$ cat src/rtl/altpwm_pkg.sv
package altpwm_pkg;
  localparam int unsigned DEF_CNT_W = 16;

  typedef enum logic {
    SRC_A = 1'b0,
    SRC_B = 1'b1
  } reload_src_e;

  typedef enum int unsigned {
    FLG_A = 0,
    FLG_B = 1,
    FLG_2 = 2,
    FLG_NUM = 3
  } flag_idx_e;
endpackage

$ cat src/rtl/altpwm_downcnt.sv
module altpwm_downcnt #(
  parameter int unsigned W = 16
) (
  input  logic         clk,
  input  logic         rst_n,
  input  logic         en,
  input  logic         ld,
  input  logic [W-1:0] ld_val,
  input  logic [W-1:0] rl_val,
  output logic [W-1:0] cnt,
  output logic         uflow
);
  localparam logic [W-1:0] ZERO = '0;
  localparam logic [W-1:0] ONE  = {{(W-1){1'b0}}, 1'b1};

  function automatic logic hits_zero(input logic tick, input logic wr,
                                     input logic [W-1:0] v);
    return tick && !wr && (v == ZERO);
  endfunction

  function automatic logic [W-1:0] next_val(input logic tick, input logic wr,
                                            input logic [W-1:0] v,
                                            input logic [W-1:0] wv,
                                            input logic [W-1:0] rv);
    if (wr)                   return wv;
    if (hits_zero(tick, wr, v)) return rv;
    if (tick)                 return v - ONE;
    return v;
  endfunction

  logic [W-1:0] cnt_q;

  assign uflow = hits_zero(en, ld, cnt_q);
  assign cnt   = cnt_q;

  always_ff @(posedge clk or negedge rst_n) begin
    if (!rst_n) cnt_q <= ZERO;
    else        cnt_q <= next_val(en, ld, cnt_q, ld_val, rl_val);
  end
endmodule

$ cat src/rtl/altpwm_reload_seq.sv
module altpwm_reload_seq
  import altpwm_pkg::*;
#(
  parameter int unsigned W = 16
) (
  input  logic         clk,
  input  logic         rst_n,
  input  logic         restart,
  input  logic         uflow,
  input  logic [W-1:0] rla,
  input  logic [W-1:0] rlb,
  output logic [W-1:0] rl_val,
  output reload_src_e  src,
  output logic         hit_a,
  output logic         hit_b
);
  reload_src_e src_q;

  function automatic reload_src_e other(input reload_src_e s);
    return (s == SRC_A) ? SRC_B : SRC_A;
  endfunction

  assign src    = src_q;
  assign rl_val = (src_q == SRC_A) ? rla : rlb;
  assign hit_a  = uflow && (src_q == SRC_A);
  assign hit_b  = uflow && (src_q == SRC_B);

  always_ff @(posedge clk or negedge rst_n) begin
    if (!rst_n)       src_q <= SRC_A;
    else if (restart) src_q <= SRC_A;
    else if (uflow)   src_q <= other(src_q);
  end
endmodule

$ cat src/rtl/altpwm_pend.sv
module altpwm_pend #(
  parameter int unsigned N = 3
) (
  input  logic         clk,
  input  logic         rst_n,
  input  logic [N-1:0] set,
  input  logic [N-1:0] clr,
  input  logic [N-1:0] ien,
  output logic [N-1:0] pend,
  output logic [N-1:0] irq
);
  for (genvar i = 0; i < N; i++) begin : g_flag
    logic flag_q;
    always_ff @(posedge clk or negedge rst_n) begin
      if (!rst_n)      flag_q <= 1'b0;
      else if (set[i]) flag_q <= 1'b1;
      else if (clr[i]) flag_q <= 1'b0;
    end
    assign pend[i] = flag_q;
    assign irq[i]  = flag_q & ien[i];
  end
endmodule

$ cat src/rtl/altpwm_timer.sv
module altpwm_timer
  import altpwm_pkg::*;
#(
  parameter int unsigned W = DEF_CNT_W
) (
  input  logic         clk,
  input  logic         rst_n,
  input  logic         mode_pwm,
  input  logic         clk1_off,
  input  logic         tick1,
  input  logic         tick2,
  input  logic         cnt1_we,
  input  logic [W-1:0] cnt1_wdata,
  input  logic         rla_we,
  input  logic [W-1:0] rla_wdata,
  input  logic         rlb_we,
  input  logic [W-1:0] rlb_wdata,
  input  logic         cnt2_we,
  input  logic [W-1:0] cnt2_wdata,
  input  logic         tog_en,
  input  logic         init_lvl,
  input  logic         ien_a,
  input  logic         ien_b,
  input  logic         ien_2,
  input  logic         clr_a,
  input  logic         clr_b,
  input  logic         clr_2,
  output logic [W-1:0] cnt1,
  output logic [W-1:0] cnt2,
  output logic         pwm_out,
  output logic         pend_a,
  output logic         pend_b,
  output logic         pend_2,
  output logic         irq_a,
  output logic         irq_b,
  output logic         irq_2
);
  localparam int unsigned NF = int'(FLG_NUM);
  localparam logic [W-1:0] ALL_ONES = '1;

  logic [W-1:0] rla_q, rlb_q, rl_val;
  logic         run1, restart, uflow1, uflow2, hit_a, hit_b, pwm_q;
  reload_src_e  src;
  logic [NF-1:0] f_set, f_clr, f_ien, f_pend, f_irq;

  assign run1    = mode_pwm && !clk1_off && tick1;
  assign restart = !mode_pwm || clk1_off;

  always_ff @(posedge clk or negedge rst_n) begin
    if (!rst_n) begin
      rla_q <= '0;
      rlb_q <= '0;
    end else begin
      if (rla_we) rla_q <= rla_wdata;
      if (rlb_we) rlb_q <= rlb_wdata;
    end
  end

  altpwm_reload_seq #(.W(W)) u_seq (
    .clk(clk), .rst_n(rst_n), .restart(restart), .uflow(uflow1),
    .rla(rla_q), .rlb(rlb_q), .rl_val(rl_val), .src(src),
    .hit_a(hit_a), .hit_b(hit_b)
  );

  altpwm_downcnt #(.W(W)) u_cnt1 (
    .clk(clk), .rst_n(rst_n), .en(run1), .ld(cnt1_we),
    .ld_val(cnt1_wdata), .rl_val(rl_val), .cnt(cnt1), .uflow(uflow1)
  );

  altpwm_downcnt #(.W(W)) u_cnt2 (
    .clk(clk), .rst_n(rst_n), .en(tick2), .ld(cnt2_we),
    .ld_val(cnt2_wdata), .rl_val(ALL_ONES), .cnt(cnt2), .uflow(uflow2)
  );

  always_ff @(posedge clk or negedge rst_n) begin
    if (!rst_n)                pwm_q <= 1'b0;
    else if (!mode_pwm)        pwm_q <= init_lvl;
    else if (uflow1 && tog_en) pwm_q <= ~pwm_q;
  end
  assign pwm_out = pwm_q;

  assign f_set[FLG_A] = hit_a;
  assign f_set[FLG_B] = hit_b;
  assign f_set[FLG_2] = uflow2;
  assign f_clr[FLG_A] = clr_a;
  assign f_clr[FLG_B] = clr_b;
  assign f_clr[FLG_2] = clr_2;
  assign f_ien[FLG_A] = ien_a;
  assign f_ien[FLG_B] = ien_b;
  assign f_ien[FLG_2] = ien_2;

  altpwm_pend #(.N(NF)) u_pend (
    .clk(clk), .rst_n(rst_n), .set(f_set), .clr(f_clr), .ien(f_ien),
    .pend(f_pend), .irq(f_irq)
  );

  assign pend_a = f_pend[FLG_A];
  assign pend_b = f_pend[FLG_B];
  assign pend_2 = f_pend[FLG_2];
  assign irq_a  = f_irq[FLG_A];
  assign irq_b  = f_irq[FLG_B];
  assign irq_2  = f_irq[FLG_2];
endmodule

$ cat config.mk
export PLATFORM = sky130hd
export DESIGN_NAME = altpwm_timer
export DESIGN_NICKNAME = d
export VERILOG_FILES = /design/src/rtl/altpwm_pkg.sv /design/src/rtl/altpwm_downcnt.sv /design/src/rtl/altpwm_reload_seq.sv /design/src/rtl/altpwm_pend.sv /design/src/rtl/altpwm_timer.sv
export SDC_FILE = /design/constraint.sdc
export NUM_CORES = 1
export LEC_CHECK = 0
export ABC_AREA = 1
export BUFFER_PORTS_ARGS = -buffer_cell sky130_fd_sc_hd__buf_2
export CAP_MARGIN = 10
export CELL_PAD_IN_SITES_DETAIL_PLACEMENT = 0
export CELL_PAD_IN_SITES_GLOBAL_PLACEMENT = 1
export CORE_MARGIN = 10
export CORE_UTILIZATION = 37
export CTS_CLUSTER_SIZE = 25
export DETAILED_ROUTE_END_ITERATION = 6
export GPL_TIMING_DRIVEN = 0
export PLACE_DENSITY = 0.87
export REMOVE_ABC_BUFFERS = 1
export SYNTH_ARGS = -nofsm -noshare
export SYNTH_HDL_FRONTEND = slang
export SYNTH_SLANG_ARGS = --single-unit
$ cat constraint.sdc
create_clock -name clk -period 2.45 [get_ports clk]
set_clock_uncertainty 0.15 [all_clocks]
set_input_delay 0.49 -clock clk [delete_from_list [all_inputs] [get_ports clk]]
set_output_delay 0.49 -clock clk [all_outputs]
set_load 0.03 [all_outputs]
== Word-level counts from Yosys, hierarchy flattened ==
Cells that the tools add are included.
Widths: inputs -> output; s select.

* Flip-flop bits (word level): 69
* Output and inout port bits: 39
* Logic and storage cells: 75

* Add/subtract/negate cells: 2
* Equality and inequality tests: 1
* Multiplexer cells: 36
* Bitwise logic cells: 5
* Reductions and logical operators: 22

{| class="wikitable"
|+ Operators by type and width
! operator !! number
|-
| $mux 16 || 13
|-
| $logic_not 16->1 || 2
|-
| $sub 16x1->16 const B || 2
|-
| $mux 1 || 23
|-
| $logic_and 1x1->1 || 9
|-
| $reduce_bool 2->1 || 4
|-
| $reduce_bool 3->1 || 2
|-
| $logic_not 1->1 || 4
|-
| $and 1x1->1 || 3
|-
| $ne 2x1->1 const B || 1
|-
| $not 1->1 || 2
|-
| $logic_or 1x1->1 || 1
|}

== Depth between registers and ports, before layout ==
* Depth in word-level cells: 12
* Gate-level depth with buffers: 13

== Modules after synthesis ==
A second synthesis with hierarchy kept.

* Cell total of the unflattened synthesis: 696
* Area, all modules: 4759.6 sq um

{| class="wikitable"
|+ Modules (own cells, without submodules)
! module !! instances !! cells each !! area an instance (sq um)
|-
| altpwm_downcnt (u_cnt1) || 1 || 236 || 1472.7
|-
| altpwm_downcnt (u_cnt2) || 1 || 227 || 1443.9
|-
| altpwm_timer || 1 || 148 || 1316.3
|-
| altpwm_reload_seq || 1 || 61 || 361.6
|-
| altpwm_pend || 1 || 24 || 165.2
|}

== Worst setup path before layout ==
Ideal clock, no wire load.

* Kind: register to register
* Start: register u_cnt1.cnt_q[0] (netlist: u_cnt1.cnt[0])
* End: register u_cnt1.cnt_q[8] (netlist: u_cnt1.cnt[8])
* Setup time: 116 ps
* Arrival time: 1738 ps
* Required time: 2184 ps
* Slack: 445 ps
* Cell stages (with the launch flop): 14
* Buffers on the path: 1
* Cell sequence: dfrtp_1 -> inv_1 -> ha_1 -> inv_1 -> nor2_1 -> nand2_1 -> nor2_4 -> nand3_4 -> clkbuf_1 -> nand4_1 -> nand2_1 -> inv_2 -> nand2_1 -> nand2_1

* Cells in the longest elaborated chain, start to end: 7
* Elaborated cells on any way between the ends: 11
* Those cells by class: add/sub (1); mux (7); reduce/logical (3)

{| class="wikitable"
|+ RTL lines
! what !! line !! source
|-
| start, declared || altpwm_downcnt.sv:31 || <nowiki>logic [W-1:0] cnt_q;</nowiki>
|-
| start signal, assigned || altpwm_downcnt.sv:38 || <nowiki>else cnt_q <= next_val(en, ld, cnt_q, ld_val, rl_val);</nowiki>
|-
| branches (longest 7 deep; another with $sub 16x1->16) || -- ||
|}

Parallel ways; which one is timed is not known. The select of a mux whose other input is x is not followed.
A chain may end at the register's enable or synchronous reset.

== Worst setup path in the final report ==
* Start: register u_cnt1.cnt_q[0] (netlist: u_cnt1.cnt[0])
* End: register u_cnt1.cnt_q[15] (netlist: u_cnt1.cnt[15])

Same word-level chain as after synthesis.

==> impl_metrics.yaml <==
routing:
  wirelength_um: 13800
  drt_first_pass_iters: 5
  drtIter0Drc: 346
  dr_total_vias: 4323
  ant_nets: 0
  drc: 0
  wl_per_cell_um: 16.3
  viasPerCell: 5.09
die:
  die_h_um: 128
  fp.dieW_um: 128
  io-pin-count: 121
  die-area_um2: 16300
  initial_core_util_pct: 37.8
  rows: 39
  core_area_um2: 11400
power:
  vdd_drop_max_v: 0.000277
  power_density_nw_per_um2: 613
  p_leak_nw: 2.72
yosys:
  synth-edff-count: 0
  synth_compound_area_share_pct: 9.32
  synth_seq_cells: 69
  async_flop_share_pct: 100
  yosys.area.top_type: "dfrtp_1"
  synth_top_family_by_area: "simple AND/OR/NAND/NOR gates"
  yosysMostFrequentCell: "nand2_1"
  synth.area.top_cells: "dfrtp_1 40%, nand2_1 15%, mux2_2 8.1%"
  synth_xor_area_share_pct: 2.04
  synth_warnings: 0
  synth.area.mux_share_pct: 8.13
  synthTopCellsByCount: "167 x nand2_1, 69 x dfrtp_1, 69 x inv_1"
  synthAdderAreaFrac_pct: 1.17
  synthSimpleGateAreaFrac_pct: 30.8
  syn_area_um2: 4300
  netlist_instances: 581
  synth_top_flop_cell: "dfrtp_1"
  yosys.cell_types.count: 27
  syn_avg_cell_area_um2: 7.39
  synth_top_area_share_pct: 40.2
  yosysSeqAreaShare_pct: 40.2
sta:
  slew_viol_final: 0
  worst_pin_slew_ns: 0.894
  finalCritPeriodShare_pct: 92.4
  rsz0062_at_grt: "false"
  hold_slack_ns: 0.147
  max_freq_mhz: 442
  period_needed_ns: 2.26
  max-slew-margin-rel_pct: 40.4
  final_hold_viol_count: 0
  setup_viol: 0
placed_design:
  portBuffers: 120
  dpl_cell_area_um2: 5000
  dp_cells: 827
  dpl.hpwl_um: 10200
  place_congestion: 0.943
cells_and_area:
  nFillCells: 1163
  design_area_um2: 5320
  finalNonFillerCells: 850
  drive_gt1_share_pct: 27.2
  fin_nets: 789
  syn_to_final_growth_pct: 23.9
  utilization_pct: 46.8
  n_antenna_cell: 0
worst_setup_path:
  regToRegSetupSlack_ns: 0.19
  r2r-end: "u_cnt1.cnt[15]$_DFFE_PN0P_"
  crit_path_start_kind: "flop"
  crit_required_ns: 2.57
  rr_worst_depth: 12
  endpoint_kind: "flop"
  timing.rr.start: "u_cnt1.cnt[0]$_DFFE_PN0P_"
  path_class: "flop to flop"
  arrival_ns: 2.39
  crit_fanout: 7
global_routing:
  antenna_found_initial: 0
  grt_use_total_pct: 16.5
  grt_max_degree: 70
  gr-total-overflow: 0
  grt_pass1_wl_um: 21900
  grt_pass1_vias: 4508
run:
  maxCapViolations: 0
clock_tree:
  cts-root-buf: "clkbuf_16"
  cts_max_level: 3
  clk_pin_slew_ns: 0.05
  clk_path_buf_depth: 2
  cts_sinks: 69
  clock_latency_ns: 0.34
  cts_tree: "done"
  cts_buffers: 9
status:
  status: "completed"
min_path:
  hp-class: "input port to async pin"
[cells by family (layout without fill, tap and decap cells)]
group / count (synthesis) / after routing
multiplexers: 31 / 31
buffers and inverters: 91 / 216
AND/OR/NAND/NOR: 303 / 304
adder cells (fa/ha/maj): 4 / 4
AO/OA/AOI/OAI: 73 / 73
flip-flops: 69 / 69
XOR/XNOR: 10 / 10
[metrics by stage]
step	total power, mW	setup slack, ns	setup TNS, ns
after floorplan	1.81	0.416	0
after global placement	2.08	-0.0597	-0.359
after detailed placement	2.10	-0.0897	-0.720
after CTS	3.30	0.00751	0
after global routing	3.44	0.0321	0
final	3.26	0.186	0
[worst max-delay path, stage by stage, from the launching register on]
cell and delay [ns]:
dfrtp_1 0.41, inv_1 0.19, ha_1 0.19, inv_1 0.06
nor2_1 0.08, nand2_1 0.06, nor2_1 0.12, nand3_1 0.19
nor2_2 0.43, nand2_1 0.10, nand3_1 0.09, nand3_1 0.07
nand2_1 0.07
[repair_timing]
| action | in CTS | in global routing |
|---|---|---|
| hold endpoints to repair | 0 | 0 |
| endpoints found under the setup margin | 13 | 17 |
| setup buffers | 2 | 5 |
| hold buffers | 0 | 0 |
| gates cloned | 0 | 1 |
| resized for setup | 0 | 1 |
| pin swaps | 1 | 1 |
[registers in the layout (all words and copies together), names as in the netlist]
signal	flops
u_pend.g_flag.flag_q	3
rla_q	16
u_cnt2.cnt	16
u_cnt1.cnt	16
pwm_out	1
rlb_q	16
u_seq.src	1
[final cells by class]
class,count,area (um^2),area share (%)
multi-input cells,422,2220,41.8
flip-flops and latches,69,1730,32.4
repair buffers,127,656,12.3
inverters,74,278,5.22
clock buffers,13,250,4.70
well taps,143,179,3.36
clock inverters,2,10.0,0.188
[layout by cell type (no fill, tap or decap), drive strengths merged]
| cell | count |
|---|---|
| nand4 | 7 |
| nand3 | 65 |
| clkbuf | 13 |
| ha | 4 |
| mux2 | 31 |
| dfrtp | 69 |
| or2 | 1 |
| o2111ai | 1 |
| clkinv | 2 |
| nand2 | 167 |
| nor2 | 62 |
| xor2 | 9 |
| o21ai | 46 |
| buf | 127 |
| xnor2 | 1 |
| a22oi | 7 |
| a21oi | 13 |
| nor3 | 2 |
| o211ai | 5 |
| inv | 74 |
| o22ai | 1 |
[metal layers]
layer / global-route usage [%] / vias up / routed length (um)
li1: - / 2127 / -
met1: 18.8 / 2050 / 5810
met2: 27.8 / 134 / 6660
met4: 6.03 / 0 / 171
met5: 0 / - / 0
met3: 6.00 / 12 / 1190
[power by group]
group	total [mW]	switching [mW]	internal, mW	leakage, nW
clock	1.18	0.475	0.704	0.129
sequential	1.37	0.117	1.25	0.831
combinational	0.714	0.458	0.256	1.76
[how the worst max path moves through the flow]
stage	start	end	slack (ns)
5_1_grt	u_cnt1.cnt[0]$_DFFE_PN0P_	u_cnt1.cnt[5]$_DFFE_PN0P_	0.03
4_1_cts	u_cnt1.cnt[0]$_DFFE_PN0P_	u_cnt1.cnt[10]$_DFFE_PN0P_	0.008
6_report	u_cnt1.cnt[0]$_DFFE_PN0P_	u_cnt1.cnt[15]$_DFFE_PN0P_	0.19
2_1_floorplan	u_cnt1.cnt[0]$_DFFE_PN0P_	u_cnt1.cnt[9]$_DFFE_PN0P_	0.42
3_3_place_gp	clk1_off	u_cnt1.cnt[3]$_DFFE_PN0P_	-0.06
3_5_place_dp	clk1_off	u_cnt1.cnt[3]$_DFFE_PN0P_	-0.09
Note: power is estimated with default switching activity, not from simulation.
